File: config.mk
export PLATFORM = sky130hd
export DESIGN_NAME = climit_top
export DESIGN_NICKNAME = d
export VERILOG_FILES = /design/src/rtl/climit_pkg.sv /design/src/rtl/climit_blank.sv /design/src/rtl/climit_latch.sv /design/src/rtl/climit_leg_out.sv /design/src/rtl/climit_top.sv
export SDC_FILE = /design/constraint.sdc
export NUM_CORES = 1
export LEC_CHECK = 0
export BUFFER_PORTS_ARGS = -buffer_cell sky130_fd_sc_hd__buf_2
export CAP_MARGIN = 20
export CORE_AREA = 10 10 47 49
export DETAILED_ROUTE_END_ITERATION = 6
export DIE_AREA = 0 0 57 59
export PLACE_DENSITY = 0.79
export SLEW_MARGIN = 10
export SYNTH_ARGS = -nofsm -noshare
export SYNTH_HDL_FRONTEND = slang
export SYNTH_SLANG_ARGS = --single-unit
File: constraint.sdc
create_clock -name clk -period 5.2 [get_ports clk]
set_input_delay 0.52 -clock clk [delete_from_list [all_inputs] [get_ports clk]]
set_output_delay 0.52 -clock clk [all_outputs]
set_load 0.02 [all_outputs]
File: src/rtl/climit_pkg.sv
package climit_pkg;

  typedef struct packed {
    logic hs;
    logic ls;
  } leg_cmd_t;

  // Next blanking count: reload on a rise, else count down to zero.
  function automatic logic [31:0] blank_next(input logic [31:0] cnt,
                                             input logic [31:0] load,
                                             input logic        rise);
    if (rise)
      return load;
    else if (cnt != 32'd0)
      return cnt - 32'd1;
    else
      return 32'd0;
  endfunction

  // A flag qualifies when the high side is commanded, the window is
  // closed and no limit is held yet.
  function automatic logic trip_ok(input logic flag,
                                   input logic pwm,
                                   input logic blanked,
                                   input logic latched);
    return flag & pwm & ~blanked & ~latched;
  endfunction

  // Switch commands from PWM and latch state.
  function automatic leg_cmd_t leg_cmd(input logic pwm,
                                       input logic latched,
                                       input logic sr_latched,
                                       input logic sr_now);
    leg_cmd_t c;
    if (latched) begin
      c.hs = 1'b0;
      c.ls = sr_latched;
    end else begin
      c.hs = pwm;
      c.ls = sr_now & ~pwm;
    end
    return c;
  endfunction

endpackage

File: src/rtl/climit_blank.sv
module climit_blank #(
  parameter int BLANK_W = 8
) (
  input  logic               clk,
  input  logic               rst_n,
  input  logic               pwm_in,
  input  logic [BLANK_W-1:0] blank_cycles,
  output logic               pwm_rise,
  output logic               blank_win
);
  import climit_pkg::*;

  localparam logic [BLANK_W-1:0] CNT_ZERO = '0;

  logic               pwm_q;
  logic [BLANK_W-1:0] cnt_q;
  logic [BLANK_W-1:0] cnt_d;
  logic [31:0]        cnt_wide;

  assign pwm_rise = pwm_in & ~pwm_q;
  assign cnt_wide = blank_next(32'(cnt_q), 32'(blank_cycles), pwm_rise);
  assign cnt_d    = cnt_wide[BLANK_W-1:0];
  assign blank_win = pwm_rise | (cnt_q != CNT_ZERO);

  always_ff @(posedge clk or negedge rst_n) begin
    if (!rst_n) begin
      pwm_q <= 1'b0;
      cnt_q <= CNT_ZERO;
    end else begin
      pwm_q <= pwm_in;
      cnt_q <= cnt_d;
    end
  end

  // every rise reloads the count
  a_r9_reload: assert property (@(posedge clk) disable iff (!rst_n)
    pwm_rise |=> (cnt_q == $past(blank_cycles)));

  // the count only moves down between rises
  a_r2_count_down: assert property (@(posedge clk) disable iff (!rst_n)
    (!pwm_rise && cnt_q != CNT_ZERO) |=> (cnt_q == $past(cnt_q) - 1'b1));

endmodule

File: src/rtl/climit_latch.sv
module climit_latch (
  input  logic clk,
  input  logic rst_n,
  input  logic pwm_in,
  input  logic oc_flag,
  input  logic blank_win,
  input  logic period_start,
  input  logic sync_rect_en,
  output logic limit_q,
  output logic sr_q,
  output logic limit_pulse,
  output logic trip_evt
);
  import climit_pkg::*;

  logic take;

  assign trip_evt = trip_ok(oc_flag, pwm_in, blank_win, limit_q);
  assign take     = trip_evt & ~period_start;

  always_ff @(posedge clk or negedge rst_n) begin
    if (!rst_n) begin
      limit_q     <= 1'b0;
      sr_q        <= 1'b0;
      limit_pulse <= 1'b0;
    end else begin
      limit_pulse <= take;
      if (period_start) begin
        limit_q <= 1'b0;
        sr_q    <= 1'b0;
      end else if (take) begin
        limit_q <= 1'b1;
        sr_q    <= sync_rect_en;
      end
    end
  end

  // no latch can start from an edge inside the window
  a_r2_blank_no_trip: assert property (@(posedge clk) disable iff (!rst_n)
    blank_win |=> !limit_pulse);

  // PWM low never trips
  a_r10_pwm_low: assert property (@(posedge clk) disable iff (!rst_n)
    !pwm_in |=> !limit_pulse);

  // latch holds until the period strobe
  a_r5_hold: assert property (@(posedge clk) disable iff (!rst_n)
    (limit_q && !period_start) |=> limit_q);

  // strobe always clears
  a_r5_clear: assert property (@(posedge clk) disable iff (!rst_n)
    period_start |=> !limit_q);

  // single-cycle pulse that coincides with a fresh latch
  a_r8_single: assert property (@(posedge clk) disable iff (!rst_n)
    limit_pulse |=> !limit_pulse);

  a_r8_with_latch: assert property (@(posedge clk) disable iff (!rst_n)
    limit_pulse |-> (limit_q && !$past(limit_q)));

endmodule

File: src/rtl/climit_leg_out.sv
module climit_leg_out (
  input  logic pwm_in,
  input  logic limit_q,
  input  logic sr_q,
  input  logic sync_rect_en,
  output logic hs_cmd,
  output logic ls_cmd
);
  import climit_pkg::*;

  leg_cmd_t cmd;

  assign cmd    = leg_cmd(pwm_in, limit_q, sr_q, sync_rect_en);
  assign hs_cmd = cmd.hs;
  assign ls_cmd = cmd.ls;

  // Shoot-through guard: never both on
  always_comb begin
    a_r4_no_overlap: assert (!(hs_cmd && ls_cmd));
  end

endmodule

File: src/rtl/climit_top.sv
module climit_top #(
  parameter int BLANK_W = 8
) (
  input  logic               clk,
  input  logic               rst_n,
  input  logic               pwm_in,
  input  logic               period_start,
  input  logic               oc_flag,
  input  logic [BLANK_W-1:0] blank_cycles,
  input  logic               sync_rect_en,
  output logic               hs_cmd,
  output logic               ls_cmd,
  output logic               limit_pulse,
  output logic               limit_active
);

  logic pwm_rise;
  logic blank_win;
  logic limit_q;
  logic sr_q;
  logic trip_evt;

  climit_blank #(.BLANK_W(BLANK_W)) u_blank (
    .clk          (clk),
    .rst_n        (rst_n),
    .pwm_in       (pwm_in),
    .blank_cycles (blank_cycles),
    .pwm_rise     (pwm_rise),
    .blank_win    (blank_win)
  );

  climit_latch u_latch (
    .clk          (clk),
    .rst_n        (rst_n),
    .pwm_in       (pwm_in),
    .oc_flag      (oc_flag),
    .blank_win    (blank_win),
    .period_start (period_start),
    .sync_rect_en (sync_rect_en),
    .limit_q      (limit_q),
    .sr_q         (sr_q),
    .limit_pulse  (limit_pulse),
    .trip_evt     (trip_evt)
  );

  climit_leg_out u_out (
    .pwm_in       (pwm_in),
    .limit_q      (limit_q),
    .sr_q         (sr_q),
    .sync_rect_en (sync_rect_en),
    .hs_cmd       (hs_cmd),
    .ls_cmd       (ls_cmd)
  );

  assign limit_active = limit_q;

  // high side off while limited
  a_r4_hs_off: assert property (@(posedge clk) disable iff (!rst_n)
    limit_active |-> !hs_cmd);

  // enable seen at the latching edge keeps the low side on
  a_r6_ls_on: assert property (@(posedge clk) disable iff (!rst_n)
    (limit_pulse && $past(sync_rect_en)) |-> ls_cmd);

  // without rectification both commands are off
  a_r7_both_off: assert property (@(posedge clk) disable iff (!rst_n)
    (limit_pulse && !$past(sync_rect_en)) |-> (!ls_cmd && !hs_cmd));

  // a trip outside a strobe edge latches
  a_r3_trip_latches: assert property (@(posedge clk) disable iff (!rst_n)
    (trip_evt && !period_start && !pwm_rise) |=> limit_active);

endmodule

Word level (Yosys, flattened, before mapping)
Index checks and enable logic that the tools add are counted.

$add $sub $neg: 1. Bitwise operators: 12. Multiplexer cells: 7. Order comparisons: 0. Reduce and logical (&&, ||, !) cells: 2. Shift operators: 0. Multiply operators: 0. Divide/modulo/power cells: 0. Eq/ne operators: 0.

Operators by type and width (number): 8-bit two-way mux (2); 8-bit nonzero test (1); 8-bit by 1-bit subtractor with 8-bit output (second input constant) (1); 1-bit AND (6); 1-bit inverter (5); 1-bit two-way mux (4); 2-bit two-way mux (1); 2-bit nonzero test (1); 1-bit bitwise OR (1).

Bits in latches: 0. Memory bits (read-only): 0. Output and inout bits: 4. Input bits: 14. Flip-flop bits (word level): 12. Memories: 0. RAM bits: 0.

Longest topological paths before layout
Gate-level depths: netlist of run 1.

Depth after elaboration: 9. Gate-level depth with buffers: 5. Gate-level depth less buffers: 5.

Modules after synthesis
Synthesis of run 1 repeated with hierarchy kept, for this count alone.

Cells, all modules: 67. Area, all modules: 674.4 um^2.

Modules (own cells, without submodules): climit_blank (sequential area each 225.2 um^2, cells each 52, times used 1, area each 505.5 um^2); climit_latch (sequential area each 75.1 um^2, cells each 11, times used 1, area each 141.4 um^2); climit_leg_out (sequential area each 0.0 um^2, cells each 4, times used 1, area each 27.5 um^2).

Least setup slack after synthesis of run 1
Ideal clock, no wire load.

Kind: register to register. Start point: reg u_blank.cnt_q[3]. End point: reg u_blank.cnt_q[7]. Stages on the path, launching flop included: 5. Setup slack: 3.442 ns. Arrival time: 1.676 ns. Period minus slack after synthesis: 1.758 ns. Cells stage by stage: dfrtp_1 > or4_1 > buf_2 > or4_1 > a31oi_1.

Longest elaborated chain between the ends: 3. Elaborated cells on any way between the ends: 4. Classes of those cells: 1 x add/sub; 2 x mux; 1 x reduce/logical.

RTL lines: from (decl) (line climit_blank.sv:16) `logic [BLANK_W-1:0] cnt_q;`; from (signal assigned) (line climit_blank.sv:31) `cnt_q <= cnt_d;`; 8-bit by 1-bit subtractor with 8-bit output / 8-bit nonzero test (equally long branches) (line climit_pkg.sv:15, climit_pkg.sv:14); 8-bit two-way mux (*) (line climit_pkg.sv:14) `else if (cnt != 32'd0)`; 8-bit two-way mux (*) (line climit_pkg.sv:12) `if (rise)`; named net u_blank.cnt_wide[7] (line climit_blank.sv:18) `logic [31:0] cnt_wide;`.

Mark *: on every way through the listed nets, which the timed path passes. The rest lies on a longest branch. A chain may end at the register's enable or synchronous reset.

Worst setup path in the final report of run 1
Ends and elaborated chain as after synthesis.

==> implementation parameters, run 1 <==
Parameter                              Value

CTS
  Clock-pin slew on the worst setup and hold paths ... 0.08 ns
  Post-CTS Setup Repair Bufs ... 0
  Skew-Pair Late Insertion Delay ... 0.27 ns
  Hold Buf Count CTS ... 0
  Clock root buffer master ... sky130_fd_sc_hd__clkbuf_4
  Maximum clock insertion buffer count ... 2
  CTS HTree Levels ... 1
  TritonCTS clock tree ... built
  Sink count of the clock tree ... 12
  Inserted Clock Buffers ... 3
  Post_cts resized ... 0

Critical path
  Sort of element at the end of the critical path ... register
  CP Class ... reg2reg
  Worst Path Max Fanout ... 6
  Most prevalent standard cell on the critical path ... sky130_fd_sc_hd__or4_1
  Data required, critical path ... 5.40 ns
  Gate family responsible for the most delay along the worst path ... simple AND/OR/NAND/NOR gates
  Worst path arrival time ... 2.02 ns
  Sort of element at the start of the critical path ... register
  Worst r2r path cells ... 3
  Slowest stage delay, CP ... 0.63 ns
  Worst reg-to-reg setup slack ... 3.38 ns
  Critical register-to-register path startpoint ... u_blank.cnt_q[3]
  CP Buf/Inv Count ... 0
  Crit Reg-Reg Endpoint ... u_blank.cnt_q[7]
  Crit-path cells ... or4_1, or4_1, a31oi_1
  Slowest CP cell ... sky130_fd_sc_hd__or4_1

Route
  Vias per inst ... 5.35
  Via count ... 540
  WL per Instance ... 13.8 um
  Aggregate routed wire length ... 1390 um
  Number of design rule violations left after detail routing ... 0
  Antenna-violating nets left ... 0
  Router iterations before antenna repair ... 4
  Number of design-rule violations left by the first detailed-router iteration ... 9

Yosys
  Ys Warns ... 0
  Distinct cell type count after synthesis ... 29
  Prevailing post-synth register cell ... sky130_fd_sc_hd__dfrtp_1
  Share of the synthesized area in the top cell type ... 46.4%
  Top cells by area in the synthesized netlist ... sky130_fd_sc_hd__dfrtp_1, sky130_fd_sc_hd__o31ai_1, sky130_fd_sc_hd__ha_1
  Fraction of synthesis flops using an asynchronous set or reset pin ... 100%
  Synth Net Count ... 82
  Mean cell area of the mapped netlist ... 9.80 um2
  Sequential fraction of the synthesis area ... 46.4%
  Most instantiated cells after synthesis ... sky130_fd_sc_hd__dfrtp_1, sky130_fd_sc_hd__nand2_1, sky130_fd_sc_hd__nor2_1, sky130_fd_sc_hd__o31ai_1
  Cell type contributing the most total cell area after synthesis ... sky130_fd_sc_hd__dfrtp_1
  Flip-flop and latch count after synthesis ... 12
  Most frequent cell after synthesis ... sky130_fd_sc_hd__dfrtp_1
  Number of cells produced by synthesis ... 66
  Number of flops mapped to enable cells by yosys ... 0
  Cell area after technology mapping ... 647 um2

Final layout
  Post-layout utilization of the core ... 55.6%
  Fill cell instance count of the final layout ... 130
  Antenna diode instance count ... 0
  Area taken by multi-input logic gates ... 330 um2
  Final nets ... 102
  Fraction of layout cells with a size suffix above 1 ... 27.1%
  Flip-flop and latch area ... 300 um2
  Area delta synth->final ... 20.5%

Die
  Ports placed on the boundary ... 18
  Horizontal extent of the die ... 57 um
  Initial Utilization ... 46.2%
  Core area ... 0.00140 mm2
  Die footprint ... 0.00336 mm2
  # rows ... 14
  Floorplan die height ... 59 um

Global routing
  Antenna violations before repair ... 0
  Overall global routing resource usage ... 8.84%
  First-pass GRT wire length ... 2470 um
  Maximum number of pins on one net before global-route repair ... 14
  Vias in the first global route ... 578
  Total grt overflow ... 0

STA
  Number of setup violations in the final report ... 0
  Minimum clock period ... 1.82 ns
  Final Max Slew Viols ... 0
  Peak Freq ... 0.550 GHz
  Final worst path period share ... 35.0%
  Setup repair after global routing missed its margin ... false
  Worst Skew ... 0.00295 ns
  Hold violation count in the final report ... 0
  Post-route setup TNS ... 0 ns
  Slew margin rel. ... 45.0%
  Worst-margin pin slew ... 0.823 ns

Min path
  Path class of the lowest-slack min-delay path ... in2async

Status
  Outcome ... complete, no violations

Placement
  HPWL Detailed ... 1100 um
  Buffers added on ports ... 17
  Final RePlAce weighted congestion ... 0.790

Power and ir drop
  Total leakage power ... 0.000353 uW
  VDD IR-drop max ... 0.202 mV
  Areal power density over the cells ... 403 mW/mm2

Run
  Max-capacitance violation count ... 0
## cell families (layout without fill, tap and decap cells)
logic type | Yosys count | after routing | synth area share, %
muxes | 1 | 1 | 1.55
AOI/OAI and AO/OA | 13 | 13 | 15.1
xor gates and xnor gates | 3 | 3 | 4.06
buffers and inverters | 4 | 23 | 2.51
and+or+nand+nor | 31 | 31 | 26.5
DFF | 12 | 12 | 46.4
adders and majority gates | 2 | 2 | 3.87
## flip-flops by register name, indices dropped and copies added (netlist names)
register,flops
u_latch.limit_pulse,1
u_blank.pwm_q,1
u_latch.limit_q,1
u_blank.cnt_q,8
u_latch.sr_q,1
## metal layers
metal  wire, um  share of wire, %  track usage, %  vias to the layer above
met2        691                50            15.2                        9
li1           -                 -               -                      276
met5          0                 0               0                        -
met1        662                48            10.2                      255
met3         39               2.8            2.58                        0
met4          0                 0            3.02                        0
## how the worst max path moves through the flow
stage	start	to	slack [ns]	cells past startpoint
global placement	u_blank.cnt_q[3]	u_blank.cnt_q[7]	3.42	3
finish	u_blank.cnt_q[3]	u_blank.cnt_q[7]	3.38	3
floorplan	u_blank.cnt_q[3]	u_blank.cnt_q[7]	3.44	4
detailed placement	pwm_in	u_blank.cnt_q[5]	3.36	4
CTS	u_blank.cnt_q[3]	u_blank.cnt_q[7]	3.38	3
global route	u_blank.cnt_q[0]	u_blank.cnt_q[4]	3.19	5
## stage by stage
step / setup WS [ns] / instance area (um2) / hold WS [ns] / total power [uW] / std cells
6_report: 3.38 / 779 / 0.110 / 314 / 101
5_1_grt: 3.19 / 779 / 0.122 / 338 / 101
4_1_cts: 3.38 / 779 / 0.117 / 315 / 101
3_5_place_dp: 3.36 / 743 / 0.415 / 240 / 97
3_3_place_gp: 3.42 / 743 / 0.410 / 235 / 97
2_1_floorplan: 3.44 / 647 / 0.224 / 214 / 66
## area by class of cell
cell class              instances  area share (%)
multi-input cells              50            42.4
inverters                       2           0.963
repair buffers                 17            10.9
flip-flops and latches         12            38.5
well taps                      16            2.57
clock buffers                   4            4.65
## where the power goes
group          internal, uW  switching (uW)
Combinational          46.0            45.0
Clock                  42.5            33.5
Sequential              118            29.0
## placed cells by master (no fill, tap or decap), types with 2 or more instances in the layout
master and instances:
sky130_fd_sc_hd__nand2b_1 3, sky130_fd_sc_hd__nor4_1 2, sky130_fd_sc_hd__nand2_1 6, sky130_fd_sc_hd__clkbuf_4 3
sky130_fd_sc_hd__xnor2_1 2, sky130_fd_sc_hd__dfrtp_1 12, sky130_fd_sc_hd__o31ai_1 6, sky130_fd_sc_hd__buf_2 17
sky130_fd_sc_hd__nor2_1 6, sky130_fd_sc_hd__nor2b_1 3, sky130_fd_sc_hd__ha_1 2, sky130_fd_sc_hd__inv_1 2
sky130_fd_sc_hd__nor3_1 3, sky130_fd_sc_hd__or4_1 2
Note: power is estimated with default switching activity, not from simulation.
==> run 2: changes to the inputs <==
ABC_AREA = 1   (was not set)
CORE_AREA = not set   (was 10 10 47 49)
CORE_MARGIN = 10   (was not set)
CORE_UTILIZATION = 49   (was not set)
DIE_AREA = not set   (was 0 0 57 59)
clock period = 1.7 ns   (was 5.2 ns; I/O delays follow)
==> implementation parameters, run 2 <==
Parameter                              Value

Status
  Outcome ... complete, no violations

Die
  Initial Utilization ... 52.3%
  Horizontal extent of the die ... 57.5 um
  Die footprint ... 0.00331 mm2
  # rows ... 13
  Core area ... 0.00132 mm2
  Ports placed on the boundary ... 18
  Floorplan die height ... 57.5 um

Yosys
  Synth Net Count ... 100
  Number of flops mapped to enable cells by yosys ... 0
  Most frequent cell after synthesis ... sky130_fd_sc_hd__nand2_1
  Cell area after technology mapping ... 689 um2
  Mean cell area of the mapped netlist ... 8.21 um2
  Flip-flop and latch count after synthesis ... 12
  Cell type contributing the most total cell area after synthesis ... sky130_fd_sc_hd__dfrtp_1
  Fraction of synthesis flops using an asynchronous set or reset pin ... 100%
  Distinct cell type count after synthesis ... 19
  Number of cells produced by synthesis ... 84
  Ys Warns ... 0
  Prevailing post-synth register cell ... sky130_fd_sc_hd__dfrtp_1
  Share of the synthesized area in the top cell type ... 43.6%
  Most instantiated cells after synthesis ... sky130_fd_sc_hd__nand2_1, sky130_fd_sc_hd__dfrtp_1, sky130_fd_sc_hd__inv_1
  Sequential fraction of the synthesis area ... 43.6%
  Top cells by area in the synthesized netlist ... sky130_fd_sc_hd__dfrtp_1, sky130_fd_sc_hd__nand2_1, sky130_fd_sc_hd__inv_1

Critical path
  Slowest CP cell ... sky130_fd_sc_hd__dfrtp_1
  Worst Path Max Fanout ... 3
  CP Buf/Inv Count ... 1
  Slowest stage delay, CP ... 0.38 ns
  Crit-path cells ... inv_1, ha_1, nand3_2, nor2_8, nand2_2, nand3_1, nand2_1
  Gate family responsible for the most delay along the worst path ... simple AND/OR/NAND/NOR gates
  Data required, critical path ... 1.86 ns
  CP Class ... reg2reg
  Sort of element at the end of the critical path ... register
  Sort of element at the start of the critical path ... register
  Worst path arrival time ... 1.43 ns

STA
  Worst Skew ... 0.00509 ns
  Worst-margin pin slew ... 0.272 ns
  Peak Freq ... 0.789 GHz
  Post-route setup TNS ... 0 ns
  Final Max Slew Viols ... 0
  Slew margin rel. ... 81.9%
  Crit path setup slack, layout ... 0.433 ns
  Minimum clock period ... 1.27 ns
  Final worst path period share ... 74.5%
  Hold violation count in the final report ... 0
  Setup repair after global routing missed its margin ... false
  Number of setup violations in the final report ... 0

Placement
  Final RePlAce weighted congestion ... 0.750
  HPWL Detailed ... 1140 um
  Area after detailed placement ... 793 um2
  Pre-CTS setup slack ... 0.441 ns
  Buffers added on ports ... 17

Final layout
  Antenna diode instance count ... 0
  Fraction of layout cells with a size suffix above 1 ... 28.6%
  Post-layout utilization of the core ... 62.7%
  Final nets ... 123
  Flip-flop and latch area ... 300 um2
  Final cell area excluding filler cells ... 826 um2
  Largest register by flop count ... u_blank.cnt_q
  Area taken by multi-input logic gates ... 344 um2
  Flip-flop count of the largest register, all copies and words added ... 8
  Area delta synth->final ... 19.8%
  Leading cell type in the layout, fill and taps excluded ... sky130_fd_sc_hd__nand2_1
  Top library cells by usage in the layout, fill and taps aside ... sky130_fd_sc_hd__nand2_1, sky130_fd_sc_hd__buf_2, sky130_fd_sc_hd__inv_1, sky130_fd_sc_hd__dfrtp_1, sky130_fd_sc_hd__nor2_1
  Fill cell instance count of the final layout ... 110

CTS
  Post_cts resized ... 0
  Sink count of the clock tree ... 12
  Skew-Pair Late Insertion Delay ... 0.27 ns
  Clock-pin slew on the worst setup and hold paths ... 0.07 ns
  Inserted Clock Buffers ... 3
  Maximum clock insertion buffer count ... 2
  Clock root buffer master ... sky130_fd_sc_hd__clkbuf_4
  TritonCTS clock tree ... built
  CTS HTree Levels ... 1

Min path
  Path class of the lowest-slack min-delay path ... in2reg

Power and ir drop
  Total leakage power ... 0.000462 uW
  Areal power density over the cells ... 1250 mW/mm2
  VDD IR-drop max ... 0.723 mV

Route
  Number of design-rule violations left by the first detailed-router iteration ... 13
  Vias per inst ... 4.84
  Router iterations before antenna repair ... 4
  Antenna-violating nets left ... 0
  WL per Instance ... 11.8 um
  Via count ... 581
  Aggregate routed wire length ... 1420 um
  Number of design rule violations left after detail routing ... 0

Global routing
  Overall global routing resource usage ... 9.03%
  First-pass GRT wire length ... 2390 um
  Maximum number of pins on one net before global-route repair ... 13
  Total grt overflow ... 0
  Vias in the first global route ... 595
  Antenna violations before repair ... 0

Run
  Max-capacitance violation count ... 0
run 2: final timing paths:
check	start	end	slack (ns)	depth (start not counted)
setup / recovery	u_blank.cnt_q[0]	u_latch.sr_q	0.43	7
hold / removal	pwm_in	u_blank.pwm_q	0.02	1
setup reg to reg	u_blank.cnt_q[0]	u_latch.sr_q	0.43	7
hold reg to reg	u_blank.cnt_q[0]	u_blank.cnt_q[0]	0.48	1
max in group asynchronous	rst_n	u_blank.cnt_q[5]	1.17	2
min in group asynchronous	rst_n	u_blank.pwm_q	0.31	2
run 2: cell type report:
| cell class | instances | share of cell area (%) |
|---|---|---|
| Multi-Input combinational cell | 60 | 41.7 |
| Sequential cell | 12 | 36.4 |
| Timing Repair Buffer | 18 | 11.5 |
| Inverter | 12 | 5.45 |
| Clock buffer | 3 | 2.73 |
| Tap cell | 15 | 2.27 |
run 2: kinds of logic after synthesis:
group	synth area share [%]
AND/OR/NAND/NOR	35.8
buffers and inverters	6.53
AO/OA/AOI/OAI	7.99
flip-flops	43.6
adder cells (fa/ha/maj)	3.63
XOR/XNOR	2.54
run 2: report_power, final:
part	total, uW	switching, uW	leakage, uW	internal [uW]
Clock	168	86.1	0.0000138	82.0
Combinational	409	247	0.000298	161
Sequential	454	86.0	0.000150	368
Total	1030	419	0.000462	611
run 2: layer usage:
metal  up-vias  global-route usage (%)  wire [um]
met2        12                    15.5        733
met4         0                    5.03         16
li1        306                       -          -
met3         4                    3.54         53
met1       259                    9.06        612
met5         -                       0          0
run 2: through the flow:
step / hold WS, ns / total power, uW / std cells
floorplan: -0.126 / 772 / 84
global placement: 0.0580 / 853 / 116
detailed placement: 0.0636 / 870 / 116
CTS: 0.0217 / 1040 / 120
global route: 0.0210 / 1130 / 120
finish: 0.0240 / 1030 / 120
run 2: repair_timing:
action                    4_1_cts  5_1_grt
setup buffers                   0        0
hold endpoints to repair       12        0
hold buffers                    1        0
